**src/rtl/wdog_pkg.sv**
```systemverilog
// Package wdog_pkg
// Shared register offsets and the write-strobe bundle passed from the
// address decoder to the counter core. Offsets are byte addresses.
package wdog_pkg;

    localparam int OFF_LOAD  = 'h00;
    localparam int OFF_COUNT = 'h04;
    localparam int OFF_CTRL  = 'h08;
    localparam int OFF_CLEAR = 'h0C;
    localparam int OFF_RAW   = 'h10;
    localparam int OFF_MASK  = 'h14;

    // One-cycle write strobes, at most one high per cycle.
    typedef struct packed {
        logic load_we;
        logic ctrl_we;
        logic clr_we;
    } wdog_wr_t;

endpackage

```
**src/rtl/wdog_apb_dec.sv**
```systemverilog
// Module wdog_apb_dec
// Turns an APB access-phase write into one strobe per writable register.
// Assumes the full address is decoded; writes to unmapped or read-only
// offsets produce no strobe.
module wdog_apb_dec
    import wdog_pkg::*;
#(
    parameter int ADDR_W = 12
) (
    input  logic              psel,
    input  logic              penable,
    input  logic              pwrite,
    input  logic [ADDR_W-1:0] paddr,
    output wdog_wr_t          wr
);

    logic wr_phase;

    // Qualify a write to the access phase of a selected transfer.
    always_comb wr_phase = psel && penable && pwrite;

    // Match the address against each writable register.
    always_comb begin
        wr.load_we = wr_phase && (paddr == ADDR_W'(OFF_LOAD));
        wr.ctrl_we = wr_phase && (paddr == ADDR_W'(OFF_CTRL));
        wr.clr_we  = wr_phase && (paddr == ADDR_W'(OFF_CLEAR));
    end

endmodule

```
**src/rtl/wdog_rd_mux.sv**
```systemverilog
// Module wdog_rd_mux
// Read-data multiplexer. Returns zero for unmapped and write-only
// offsets and whenever the block is not selected. Purely combinational,
// so reads complete with no wait states.
module wdog_rd_mux
    import wdog_pkg::*;
#(
    parameter int ADDR_W = 12,
    parameter int DATA_W = 32
) (
    input  logic              psel,
    input  logic [ADDR_W-1:0] paddr,
    input  logic [DATA_W-1:0] load_q,
    input  logic [DATA_W-1:0] cnt_q,
    input  logic              en_q,
    input  logic              ris_q,
    output logic [DATA_W-1:0] prdata
);

    localparam logic [DATA_W-1:0] ZERO = '0;

    // Select the register addressed by paddr.
    always_comb begin
        prdata = ZERO;
        if (psel) begin
            if (paddr == ADDR_W'(OFF_LOAD))       prdata = load_q;
            else if (paddr == ADDR_W'(OFF_COUNT)) prdata = cnt_q;
            else if (paddr == ADDR_W'(OFF_CTRL))  prdata = {ZERO[DATA_W-1:1], en_q};
            else if (paddr == ADDR_W'(OFF_RAW))   prdata = {ZERO[DATA_W-1:1], ris_q};
            else if (paddr == ADDR_W'(OFF_MASK))  prdata = {ZERO[DATA_W-1:1], ris_q & en_q};
        end
    end

endmodule

```
**src/rtl/wdog_core.sv**
```systemverilog
// Module wdog_core
// Reload register, down counter, enable bit and sticky raw status.
// Priority on the count: reload write, then clear write, then an enable
// rise, then a tick. Assumes at most one write strobe per cycle.
// LOCK_EN=1 freezes the enable bit once it has been set, until reset.
module wdog_core
    import wdog_pkg::*;
#(
    parameter int DATA_W  = 32,
    parameter bit LOCK_EN = 1'b0
) (
    input  logic              clk,
    input  logic              rst_n,
    input  wdog_wr_t          wr,
    input  logic [DATA_W-1:0] wdata,
    input  logic              tick,
    output logic [DATA_W-1:0] load_q,
    output logic [DATA_W-1:0] cnt_q,
    output logic              en_q,
    output logic              ris_q
);

    localparam logic [DATA_W-1:0] ONE = DATA_W'(1);

    logic ctrl_locked;
    logic en_rise;
    logic step;
    logic hit_zero;

    // Pick the variant: a locked enable holds once set.
    generate
        if (LOCK_EN) begin : g_lock
            always_comb ctrl_locked = en_q;
        end else begin : g_free
            always_comb ctrl_locked = 1'b0;
        end
    endgenerate

    // Derive the per-cycle events used by the registers below.
    always_comb begin
        en_rise  = wr.ctrl_we && !en_q && wdata[0];
        step     = en_q && tick;
        hit_zero = step && (cnt_q == ONE);
    end

    // Enable bit: written by software unless locked.
    always_ff @(posedge clk) begin
        if (!rst_n)                          en_q <= 1'b0;
        else if (wr.ctrl_we && !ctrl_locked) en_q <= wdata[0];
    end

    // Reload register.
    always_ff @(posedge clk) begin
        if (!rst_n)          load_q <= '1;
        else if (wr.load_we) load_q <= wdata;
    end

    // Down counter with its reload priorities.
    always_ff @(posedge clk) begin
        if (!rst_n)            cnt_q <= '1;
        else if (wr.load_we)   cnt_q <= wdata;
        else if (wr.clr_we)    cnt_q <= load_q;
        else if (en_rise)      cnt_q <= load_q;
        else if (step)         cnt_q <= (cnt_q == '0) ? load_q : cnt_q - ONE;
    end

    // Sticky raw status: set on reaching zero, cleared by a clear write.
    always_ff @(posedge clk) begin
        if (!rst_n)                          ris_q <= 1'b0;
        else if (wr.clr_we)                  ris_q <= 1'b0;
        else if (hit_zero && !wr.load_we)    ris_q <= 1'b1;
    end

    p_reset_vals_r2: assert property (@(posedge clk) disable iff (!rst_n)
        !$past(rst_n) |-> (cnt_q == '1 && load_q == '1 && !en_q && !ris_q));

    p_hold_off_r3: assert property (@(posedge clk) disable iff (!rst_n)
        (!en_q && !wr.load_we && !wr.ctrl_we && !wr.clr_we) |=> $stable(cnt_q));

    p_load_wins_r4: assert property (@(posedge clk) disable iff (!rst_n)
        wr.load_we |=> cnt_q == $past(wdata));

    p_rise_reload_r5: assert property (@(posedge clk) disable iff (!rst_n)
        (wr.ctrl_we && !en_q && wdata[0]) |=> cnt_q == $past(load_q));

    p_zero_flag_r6: assert property (@(posedge clk) disable iff (!rst_n)
        (en_q && tick && cnt_q == ONE && !wr.load_we && !wr.clr_we) |=> ris_q);

    p_clear_r7: assert property (@(posedge clk) disable iff (!rst_n)
        wr.clr_we |=> (!ris_q && cnt_q == $past(load_q)));

    generate
        if (LOCK_EN) begin : g_lock_chk
            p_lock_hold_r8: assert property (@(posedge clk) disable iff (!rst_n)
                en_q |=> en_q);
        end
    endgenerate

endmodule

```
**src/rtl/wdog_apb.sv**
```systemverilog
// Module wdog_apb
// Top of the countdown watchdog: APB decode, counter core and read mux.
// Assumes tick_en is a single-cycle pulse in the pclk domain and that
// the bus master follows the two-phase APB transfer.
module wdog_apb
    import wdog_pkg::*;
#(
    parameter int ADDR_W  = 12,
    parameter int DATA_W  = 32,
    parameter bit LOCK_EN = 1'b0
) (
    input  logic              pclk,
    input  logic              presetn,
    input  logic              psel,
    input  logic              penable,
    input  logic              pwrite,
    input  logic [ADDR_W-1:0] paddr,
    input  logic [DATA_W-1:0] pwdata,
    output logic [DATA_W-1:0] prdata,
    output logic              pready,
    input  logic              tick_en,
    output logic              wdog_irq
);

    wdog_wr_t          wr;
    logic [DATA_W-1:0] load_q;
    logic [DATA_W-1:0] cnt_q;
    logic              en_q;
    logic              ris_q;

    wdog_apb_dec #(.ADDR_W(ADDR_W)) u_dec (
        .psel    (psel),
        .penable (penable),
        .pwrite  (pwrite),
        .paddr   (paddr),
        .wr      (wr)
    );

    wdog_core #(.DATA_W(DATA_W), .LOCK_EN(LOCK_EN)) u_core (
        .clk    (pclk),
        .rst_n  (presetn),
        .wr     (wr),
        .wdata  (pwdata),
        .tick   (tick_en),
        .load_q (load_q),
        .cnt_q  (cnt_q),
        .en_q   (en_q),
        .ris_q  (ris_q)
    );

    wdog_rd_mux #(.ADDR_W(ADDR_W), .DATA_W(DATA_W)) u_rd (
        .psel   (psel),
        .paddr  (paddr),
        .load_q (load_q),
        .cnt_q  (cnt_q),
        .en_q   (en_q),
        .ris_q  (ris_q),
        .prdata (prdata)
    );

    // Zero-wait-state bus and gated interrupt.
    always_comb begin
        pready   = 1'b1;
        wdog_irq = ris_q & en_q;
    end

    p_irq_gate_r9: assert property (@(posedge pclk) disable iff (!presetn)
        wdog_irq |-> (en_q && ris_q));

endmodule

```
**config.mk**
```make
export PLATFORM = sky130hd
export DESIGN_NAME = wdog_apb
export DESIGN_NICKNAME = d
export VERILOG_FILES = /design/src/rtl/wdog_pkg.sv /design/src/rtl/wdog_apb_dec.sv /design/src/rtl/wdog_rd_mux.sv /design/src/rtl/wdog_core.sv /design/src/rtl/wdog_apb.sv
export SDC_FILE = /design/constraint.sdc
export NUM_CORES = 1
export LEC_CHECK = 0
export ABC_CLOCK_PERIOD_IN_PS = 5100
export BUFFER_PORTS_ARGS = -buffer_cell sky130_fd_sc_hd__clkbuf_2
export CAP_MARGIN = 20
export CORE_ASPECT_RATIO = 1.4
export CORE_UTILIZATION = 40
export CTS_BUF_LIST = sky130_fd_sc_hd__clkbuf_8
export CTS_CLUSTER_SIZE = 20
export DETAILED_ROUTE_END_ITERATION = 8
export GPL_TIMING_DRIVEN = 0
export MAX_ROUTING_LAYER = met4
export SYNTH_ARGS = -nofsm -noshare
export SYNTH_HDL_FRONTEND = slang
export SYNTH_SLANG_ARGS = --single-unit
```
**constraint.sdc**
```tcl
create_clock -name pclk -period 5.1 [get_ports pclk]
set_clock_uncertainty 0.15 [all_clocks]
set_input_delay 0.765 -clock pclk [delete_from_list [all_inputs] [get_ports pclk]]
set_output_delay 0.765 -clock pclk [all_outputs]
set_load 0.01 [all_outputs]
```
==> impl_metrics.tcl, run 1 <==
set metrics [dict create \
    detail_route.iter0.violations 452 \
    post_drt_wl_per_cell_um 20.4 \
    crit_path_top_delay_cell "sky130_fd_sc_hd__nor3_1" \
    first_global_vias 4381 \
    cpLargestDelayFamily "simple AND/OR/NAND/NOR gates" \
    initial_core_util_pct 40.9 \
    tightest_slew_ns 0.981 \
    synth_top_cell_by_area "sky130_fd_sc_hd__dfxtp_1" \
    avgViaCountPerCell 6.02 \
    timing_max_transition_violations_final 0 \
    seq_power_share_pct 50.5 \
    post-route-period-util_pct 82.3 \
    leakage_uw 0.00180 \
    cts_root_buffer "sky130_fd_sc_hd__clkbuf_8" \
    totalNegativeSetupSlack_ns 0 \
    yosysSeqAreaShare_pct 32.6 \
    synth_area_leaders "sky130_fd_sc_hd__dfxtp_1 (33%), sky130_fd_sc_hd__a22oi_1 (6.3%), sky130_fd_sc_hd__nand2_1 (6.0%)" \
    number_of_synthesized_flops_with_an_enable_pin 0 \
    cts_sinks 66 \
    postSynth.asyncResetShare_pct 0 \
    postSynthRegisterBits 66 \
    worst_skew_pair.late_latency_ns 0.36 \
    first_pass_iters 5 \
    post_synth.cell_area_avg_um2 7.48 \
    crit_chain "clkbuf_2 -> nor4_1 -> nand3_1 -> nor3_1 -> clkbuf_1 -> a22oi_1 -> nor2b_1 -> clkbuf_2" \
    timing_worst_setup_path_type "in -> out" \
    regArea_um2 1320 \
    finish.utilization_pct 48.7 \
    yosysWarningCount 0 \
    track_usage_pct 32.1 \
    grt_pass1_wl_um 24200 \
    vdd_drop_max_uv 159 \
    synthesized_netlist_net_count 593 \
    crit_top_cell "sky130_fd_sc_hd__clkbuf_2" \
    fillCellCount 1045 \
    post_synth_instance_area_um2 4050 \
    timing.max_cap.violations 0 \
    fp.dieW_um 87.0 \
    design_area_um2 4820 \
    antenna_found_initial 0 \
    die_height_um 121 \
    ys_types 58 \
    rsz0062_at_grt "false" \
    pin_count 84 \
    clkSlewWorstSetupHoldPaths_ns 0.08 \
    clockBufferDepth 2 \
    arrival_ns 3.28 \
    wirelength_um 15800 \
    crit_path_max_fo 10 \
    multi_input_comb_area_um2 2480 \
    power.share.switching_pct 25.4 \
    ys_top_cells_by_count "sky130_fd_sc_hd__dfxtp_1 (66), sky130_fd_sc_hd__nand2_1 (65), sky130_fd_sc_hd__nor2_1 (58)" \
    p_clk_share_pct 44.3 \
    timing.hold.worst.class "reg -> reg" \
    synth_ff_type "sky130_fd_sc_hd__dfxtp_1" \
    total_switching_power_uw 259 \
    power_per_cell_area_nw_per_um2 212 \
    worstPathBufferInverterCount 3 \
    setup_viol_count_final 0 \
    postCtsResizedCells 0 \
    drive_above_1_share_pct 17.5 \
    yosysMostFrequentCell "sky130_fd_sc_hd__dfxtp_1" \
    layout_min_cycle_time_ns 4.20 \
    cell_internal_pwr_uw 761 \
    numCtsBuffers 9 \
    area_growth_pct 19.1 \
    cts_post_setup_buffers_inserted 0 \
    drt.antenna.violating_nets 0 \
    outcome "completed" \
    yosys.area.top_type_share_pct 32.6 \
    cp.required_ns 4.18 \
    via_count 4658 \
    syn-instance-count 541 \
    finalWeightedCongestion 0.968 \
    grt_max_degree 13 \
    power_frac_comb_pct 5.3 \
    cts_htree_levels 3 \
    detailed_place.area_um2 4630 \
    finish.net_count 686 \
    hold_fix_buffer_count_after_cts 0 \
    place.port_buffers 82 \
    dpl.hpwl_um 11200 \
    antennaDiodeCount 0 \
    timing.critical_path.slowest_cell_delay_ns 0.62 \
    floorplan.core_area_um2 9900 \
    clock.fmax_ghz 0.238 \
    final_hold_viol_count 0 \
    slew_headroom_pct 33.9 \
    cp-start-kind "input pin" \
    crit_path_capture_type "output port" \
    tritoncts_clock_tree "built" \
    remaining_drc_errors 0 \
    global_route.overflow_total 0 \
    dieArea_um2 10500 \
    rows 43 \
]
-- logic make-up after synthesis --
family                     count (synthesis)  synth area share [%]
and+or+nand+nor                          240                  29.3
DFF                                       66                  32.6
other                                      1                0.0926
buffers and inverters                     53                  6.03
xor gates and xnor gates                  21                  4.54
adders and majority gates                  2                 0.618
muxes                                      3                 0.742
AOI/OAI and AO/OA                        155                  26.0
-- metal layers --
metal,up-vias,part of all wire (%),wire [um],GRT usage [%]
met1,2201,40,6300,38.9
met4,0,4.9,771,20.0
li1,2163,-,-,-
met5,-,0,0,-
met3,52,7.6,1200,4.35
met2,242,48,7540,50.0
-- metrics by stage --
step                hold WS [ns]  instances  worst slack (ns)  total power, uW
floorplan                  0.299        541              1.86              545
global placement           0.321        758             0.979              579
detailed placement         0.326        758             0.944              580
CTS                        0.346        774             0.937             1020
global route               0.365        774             0.628             1060
finish                     0.347        774             0.902             1020
-- state kept, by name (all words and copies together) (netlist names) --
name / count
u_core.en_q: 1
u_core.ris_q: 1
u_core.load_q: 32
u_core.cnt_q: 32
-- final cells by class --
cell class	instances	area share (%)
multi-input cells	422	51.5
flip-flops and latches	66	27.4
repair buffers	82	8.51
plain buffers	48	4.67
well taps	135	3.50
clock buffers	9	2.57
clock inverters	7	1.45
inverters	5	0.389
-- power groups by stage --
stage / Combinational, uW / Clock, uW / Sequential (uW)
final: 53.7 / 452 / 515
after floorplan: 18.2 / 0 / 527
after global placement: 52.3 / 0 / 527
after global routing: 57.4 / 484 / 515
after CTS: 52.8 / 457 / 515
after detailed placement: 52.7 / 0 / 527
-- cells in the final DEF, fill, tap and decap left out, types with 7 or more instances in the layout --
cell type / count
sky130_fd_sc_hd__a22oi_1: 34
sky130_fd_sc_hd__clkbuf_2: 82
sky130_fd_sc_hd__nor2b_1: 31
sky130_fd_sc_hd__dfxtp_1: 66
sky130_fd_sc_hd__xnor2_1: 17
sky130_fd_sc_hd__nor3_1: 17
sky130_fd_sc_hd__clkbuf_1: 37
sky130_fd_sc_hd__nand2_1: 65
sky130_fd_sc_hd__a21oi_1: 22
sky130_fd_sc_hd__o22ai_1: 15
sky130_fd_sc_hd__nand3_1: 16
sky130_fd_sc_hd__nand4_1: 7
sky130_fd_sc_hd__a32oi_1: 14
sky130_fd_sc_hd__o21ai_0: 28
sky130_fd_sc_hd__nor4_1: 14
sky130_fd_sc_hd__clkbuf_8: 9
sky130_fd_sc_hd__nor2_1: 58
-- final timing paths --
check / slack (ns) / cells after the start / startpoint / endpoint
worst min-delay path: 0.35 / 2 / u_core.load_q[24] / u_core.cnt_q[24]
worst min register to register: 0.35 / 2 / u_core.load_q[24] / u_core.cnt_q[24]
worst max register to register: 2.05 / 7 / u_core.cnt_q[2] / u_core.cnt_q[15]
worst max-delay path: 0.90 / 8 / paddr[11] / prdata[22]
-- worst register-to-register path: stages (launching register included) --
cell                        delay (ns)
sky130_fd_sc_hd__dfxtp_1          0.30
sky130_fd_sc_hd__clkbuf_1         0.18
sky130_fd_sc_hd__or4_1            0.67
sky130_fd_sc_hd__nor2_1           0.54
sky130_fd_sc_hd__nand2_1          0.27
sky130_fd_sc_hd__a2111oi_0        0.58
sky130_fd_sc_hd__a31oi_1          0.09
sky130_fd_sc_hd__a32oi_1          0.20
No activity file was read; power rests on OpenSTA's default activity.
==> run 2, diff against run 1 <==
ABC_CLOCK_PERIOD_IN_PS = 3800   (was 5100)
clock period = 3.8 ns   (was 5.1 ns; I/O delays follow)
==> impl_metrics.tcl, run 2 (synthesis results as in run 1) <==
set metrics [dict create \
    global_route.overflow_total 0 \
    postCtsResizedCells 0 \
    clkSlewWorstSetupHoldPaths_ns 0.09 \
    final_cell_count_no_fill 774 \
    timing.critical_path.to "prdata[18]" \
    grt_pass1_wl_um 24200 \
    critical_path_depth 8 \
    timing_worst_setup_path_type "in -> out" \
    crit_path_start "paddr[11]" \
    clock.fmax_ghz 0.280 \
    drt.antenna.violating_nets 0 \
    hold_fix_buffer_count_after_cts 0 \
    floorplan.core_area_um2 9900 \
    cts_sinks 66 \
    cts_root_buffer "sky130_fd_sc_hd__clkbuf_8" \
    cts_htree_levels 3 \
    reg2reg_from "u_core.cnt_q[2]" \
    arrival_ns 2.85 \
    layout.cells.most_common_list "sky130_fd_sc_hd__clkbuf_2 (86), sky130_fd_sc_hd__dfxtp_1 (66), sky130_fd_sc_hd__nand2_1 (65)" \
    count_of_cells_along_the_worst_hold_path 3 \
    endpoint_of_the_worst_register_to_register_path "u_core.cnt_q[15]" \
    worst_skew_pair.late_latency_ns 0.37 \
    rsz0062_at_grt "false" \
    min-delay-start "pwdata[17]" \
    final_hold_viol_count 0 \
    leakage_uw 0.00182 \
    finalWeightedCongestion 0.968 \
    tightest_slew_ns 0.959 \
    numCtsBuffers 9 \
    worstPathBufferInverterCount 3 \
    totalNegativeSetupSlack_ns 0 \
    tritoncts_clock_tree "built" \
    initial_core_util_pct 40.9 \
    crit_top_cell "sky130_fd_sc_hd__clkbuf_2" \
    wirelength_um 15800 \
    fillCellCount 1043 \
    worstRegToRegCells 7 \
    finish.net_count 686 \
    timing.hold.worst.class "in -> reg" \
    dieArea_um2 10500 \
    detail_route.iter0.violations 470 \
    drive_above_1_share_pct 18.5 \
    layout.cells.most_common "sky130_fd_sc_hd__clkbuf_2" \
    timing_max_transition_violations_final 0 \
    p_clk_share_pct 44.4 \
    post_drt_wl_per_cell_um 20.5 \
    slew_headroom_pct 35.4 \
    crit_path_max_fo 10 \
    seq_power_share_pct 50.3 \
    reg.largest.list "u_core.cnt_q: 32 flops, u_core.load_q: 32 flops" \
    cp.required_ns 3.08 \
    outcome "completed" \
    power.share.switching_pct 25.6 \
    design_area_um2 4840 \
    first_global_vias 4381 \
    area_growth_pct 19.5 \
    via_count 4652 \
    antennaDiodeCount 0 \
    timing.critical_path.slowest_cell_delay_ns 0.52 \
    crit_path_capture_type "output port" \
    dpl.hpwl_um 11200 \
    cts_post_setup_buffers_inserted 0 \
    rows 43 \
    crit_chain "clkbuf_2 -> nor4_1 -> nand3_1 -> nor3_2 -> clkbuf_1 -> a22oi_1 -> nor2b_1 -> clkbuf_2" \
    pin_count 84 \
    fp.dieW_um 87.0 \
    clockBufferDepth 2 \
    setup_viol_count_final 0 \
    timing.max_cap.violations 0 \
    power_frac_comb_pct 5.3 \
    rrSetupSlack_ns 0.77 \
    die_height_um 121 \
    post-route-period-util_pct 93.9 \
    cp-start-kind "input pin" \
    place.port_buffers 82 \
    detailed_place.area_um2 4630 \
    vdd_drop_max_uv 211 \
    total_switching_power_uw 352 \
    track_usage_pct 32.1 \
    power_per_cell_area_nw_per_um2 284 \
    remaining_drc_errors 0 \
    place_inst 758 \
    crit_path_top_delay_cell "sky130_fd_sc_hd__clkbuf_1" \
    antenna_found_initial 0 \
    cpLargestDelayFamily "simple AND/OR/NAND/NOR gates" \
    avgViaCountPerCell 6.01 \
    cell_internal_pwr_uw 1020 \
    layout_min_cycle_time_ns 3.57 \
    first_pass_iters 5 \
    grt_max_degree 13 \
]
-- run 2: cell counts in the layout (fill, tap and decap cells not counted) --
No cell type changed its count.
-- run 2: worst min-delay path, stage by stage --
cell                       delay, ns
sky130_fd_sc_hd__clkbuf_2       0.09
sky130_fd_sc_hd__nand2_1        0.04
sky130_fd_sc_hd__nand2_1        0.04
-- run 2: power groups by stage --
stage          logic (uW)  registers [uW]  clock network (uW)
2_1_floorplan        24.4             707                   0
3_3_place_gp         70.2             707                   0
3_5_place_dp         70.7             707                   0
4_1_cts              70.9             691                 613
5_1_grt              77.6             691                 649
6_report             72.5             691                 611
-- run 2: per-layer routing --
layer,vias up,GRT usage [%],part of all wire [%]
met2,215,50.0,48
met3,49,4.35,7.1
met4,0,20.0,4.9
met1,2222,38.9,40
met5,-,-,0
li1,2166,-,-
-- run 2: worst min path at each step --
stage,slack (ns),endpoint
floorplan,0.30,u_core.load_q[11]
global placement,0.32,u_core.cnt_q[19]
detailed placement,0.33,u_core.load_q[12]
CTS,0.25,u_core.load_q[17]
global route,0.27,u_core.load_q[17]
finish,0.25,u_core.load_q[17]
-- run 2: final cells by class --
cell class	count	area, um^2	share of cell area, %
inverters	5	18.8	0.388
multi-input cells	422	2490	51.6
clock buffers	9	124	2.56
clock inverters	7	70.1	1.45
plain buffers	48	230	4.76
flip-flops and latches	66	1320	27.3
repair buffers	82	410	8.48
well taps	135	169	3.49
-- run 2: stage by stage --
step           hold slack (ns)  utilization, %  setup slack, ns  total power (uW)
2_1_floorplan            0.299               -            0.948               732
3_3_place_gp             0.321            46.8           0.0686               777
3_5_place_dp             0.326            46.8           0.0336               778
4_1_cts                  0.252            48.7           0.0267              1370
5_1_grt                  0.270            48.9           0.0145              1420
6_report                 0.249            48.9            0.232              1370
==> run 3, diff against run 2 <==
RECOVER_POWER = 25   (was not set)
SETUP_SLACK_MARGIN = 0.5   (was not set)
==> impl_metrics.tcl, run 3 (synthesis results as in run 1) <==
set metrics [dict create \
    drive_above_1_share_pct 19.2 \
    hold-path-endpoint "u_core.load_q[17]" \
    outcome "completed" \
    fillCellCount 1038 \
    finalWeightedCongestion 0.968 \
    reg2reg_from "u_core.cnt_q[2]" \
    floorplan.core_area_um2 9900 \
    cp.required_ns 3.08 \
    place_inst 758 \
    grt_pass1_wl_um 24300 \
    design_area_um2 4870 \
    layout.cells.most_common_list "sky130_fd_sc_hd__clkbuf_2 (88), sky130_fd_sc_hd__dfxtp_1 (66), sky130_fd_sc_hd__nand2_1 (65)" \
    tritoncts_clock_tree "built" \
    dieArea_um2 10500 \
    cts_htree_levels 3 \
    final_cell_count_no_fill 776 \
    pin_count 84 \
    leakage_uw 0.00184 \
    numCtsBuffers 9 \
    worst_skew_pair.late_latency_ns 0.36 \
    tightest_slew_ns 1.02 \
    crit_chain "clkbuf_2 -> nor4_1 -> nand3_2 -> clkbuf_1 -> nor3_4 -> clkbuf_2 -> a22oi_1 -> nor2b_1 -> clkbuf_2" \
    crit_top_cell "sky130_fd_sc_hd__clkbuf_2" \
    hold_fix_buffer_count_after_cts 0 \
    drt.antenna.violating_nets 0 \
    detailed_place.area_um2 4630 \
    layout.cells.most_common "sky130_fd_sc_hd__clkbuf_2" \
    rrSetupSlack_ns 0.82 \
    timing.hold.worst.class "in -> reg" \
    initial_core_util_pct 40.9 \
    wirelength_um 15900 \
    power_per_cell_area_nw_per_um2 282 \
    antennaDiodeCount 0 \
    track_usage_pct 32.1 \
    post-route-period-util_pct 87.0 \
    final_hold_viol_count 0 \
    power.total_uw 1370 \
    cts_root_buffer "sky130_fd_sc_hd__clkbuf_8" \
    totalNegativeSetupSlack_ns 0 \
    endpoint_of_the_worst_register_to_register_path "u_core.cnt_q[15]" \
    first_global_vias 4370 \
    worstRegToRegCells 7 \
    area_growth_pct 20.3 \
    timing_worst_setup_path_type "in -> out" \
    cp-start-kind "input pin" \
    antenna_found_initial 0 \
    first_pass_iters 5 \
    setup_viol_count_final 0 \
    dpl.hpwl_um 11200 \
    reg.largest.list "u_core.cnt_q: 32 flops, u_core.load_q: 32 flops" \
    grt_max_degree 13 \
    layout_min_cycle_time_ns 3.31 \
    vdd_drop_max_uv 213 \
    arrival_ns 2.59 \
    timing.max_cap.violations 0 \
    die_height_um 121 \
    crit_path_max_fo 10 \
    timing.critical_path.slowest_cell_delay_ns 0.43 \
    count_of_cells_along_the_worst_hold_path 3 \
    via_count 4705 \
    fp.dieW_um 87.0 \
    clockBufferDepth 2 \
    slew_headroom_pct 31.6 \
    rows 43 \
    min-delay-start "pwdata[17]" \
    clock.fmax_ghz 0.302 \
    remaining_drc_errors 0 \
    avgViaCountPerCell 6.06 \
    crit_path_capture_type "output port" \
    rsz0062_at_grt "false" \
    clkSlewWorstSetupHoldPaths_ns 0.08 \
    global_route.overflow_total 0 \
    crit_path_top_delay_cell "sky130_fd_sc_hd__nor4_1" \
    detail_route.iter0.violations 393 \
    place.port_buffers 82 \
    cts_sinks 66 \
    finish.net_count 688 \
    post_drt_wl_per_cell_um 20.5 \
    timing_max_transition_violations_final 0 \
]
-- run 3: timing repair --
action	in CTS	in global routing
hold endpoints to repair	0	0
resized for setup	12	4
pin swaps	0	1
buffers inserted	0	2
setup endpoints to repair	34	40
-- run 3: report_power, final --
part           switching (uW)  internal (uW)
registers              0.0355            691
clock network             306            302
logic                    44.2           29.4
total                     350           1020
-- run 3: layout make-up --
class	count	area, um^2	area share (%)
clock buffers	9	124	2.54
clock inverters	7	70.1	1.44
repair buffers	84	422	8.66
inverters	5	18.8	0.385
plain buffers	48	233	4.78
well taps	135	169	3.47
flip-flops and latches	66	1320	27.1
multi-input cells	422	2510	51.6
-- run 3: metal layers --
layer  up-vias  share of wire, %  GRT usage (%)
met3        48               7.1           4.22
met4         0               4.7           19.7
met1      2252                40           39.2
met2       239                48           50.0
li1       2166                 -              -
met5         -                 0              -
-- run 3: per-stage QoR --
stage                     hold WS (ns)  worst slack (ns)  util (%)
after floorplan                  0.299             0.948         -
after detailed placement         0.326            0.0336      46.8
final                            0.259             0.494      49.2
after global placement           0.321            0.0686      46.8
after global routing             0.270             0.313      49.2
after CTS                        0.252             0.581      49.1
-- run 3: worst max path at each step --
stage,startpoint,end,slack (ns)
6_report,paddr[11],prdata[30],0.49
5_1_grt,paddr[4],u_core.cnt_q[6],0.31
4_1_cts,paddr[11],prdata[18],0.58
3_5_place_dp,paddr[11],prdata[19],0.03
3_3_place_gp,paddr[11],prdata[23],0.07
2_1_floorplan,paddr[11],prdata[10],0.95
-- run 3: worst max-delay path, delay by kind of cell --
family                 cells  cell delay (ns)
and+or+nand+nor            4             1.04
buffers and inverters      4             0.86
AOI/OAI and AO/OA          1             0.11
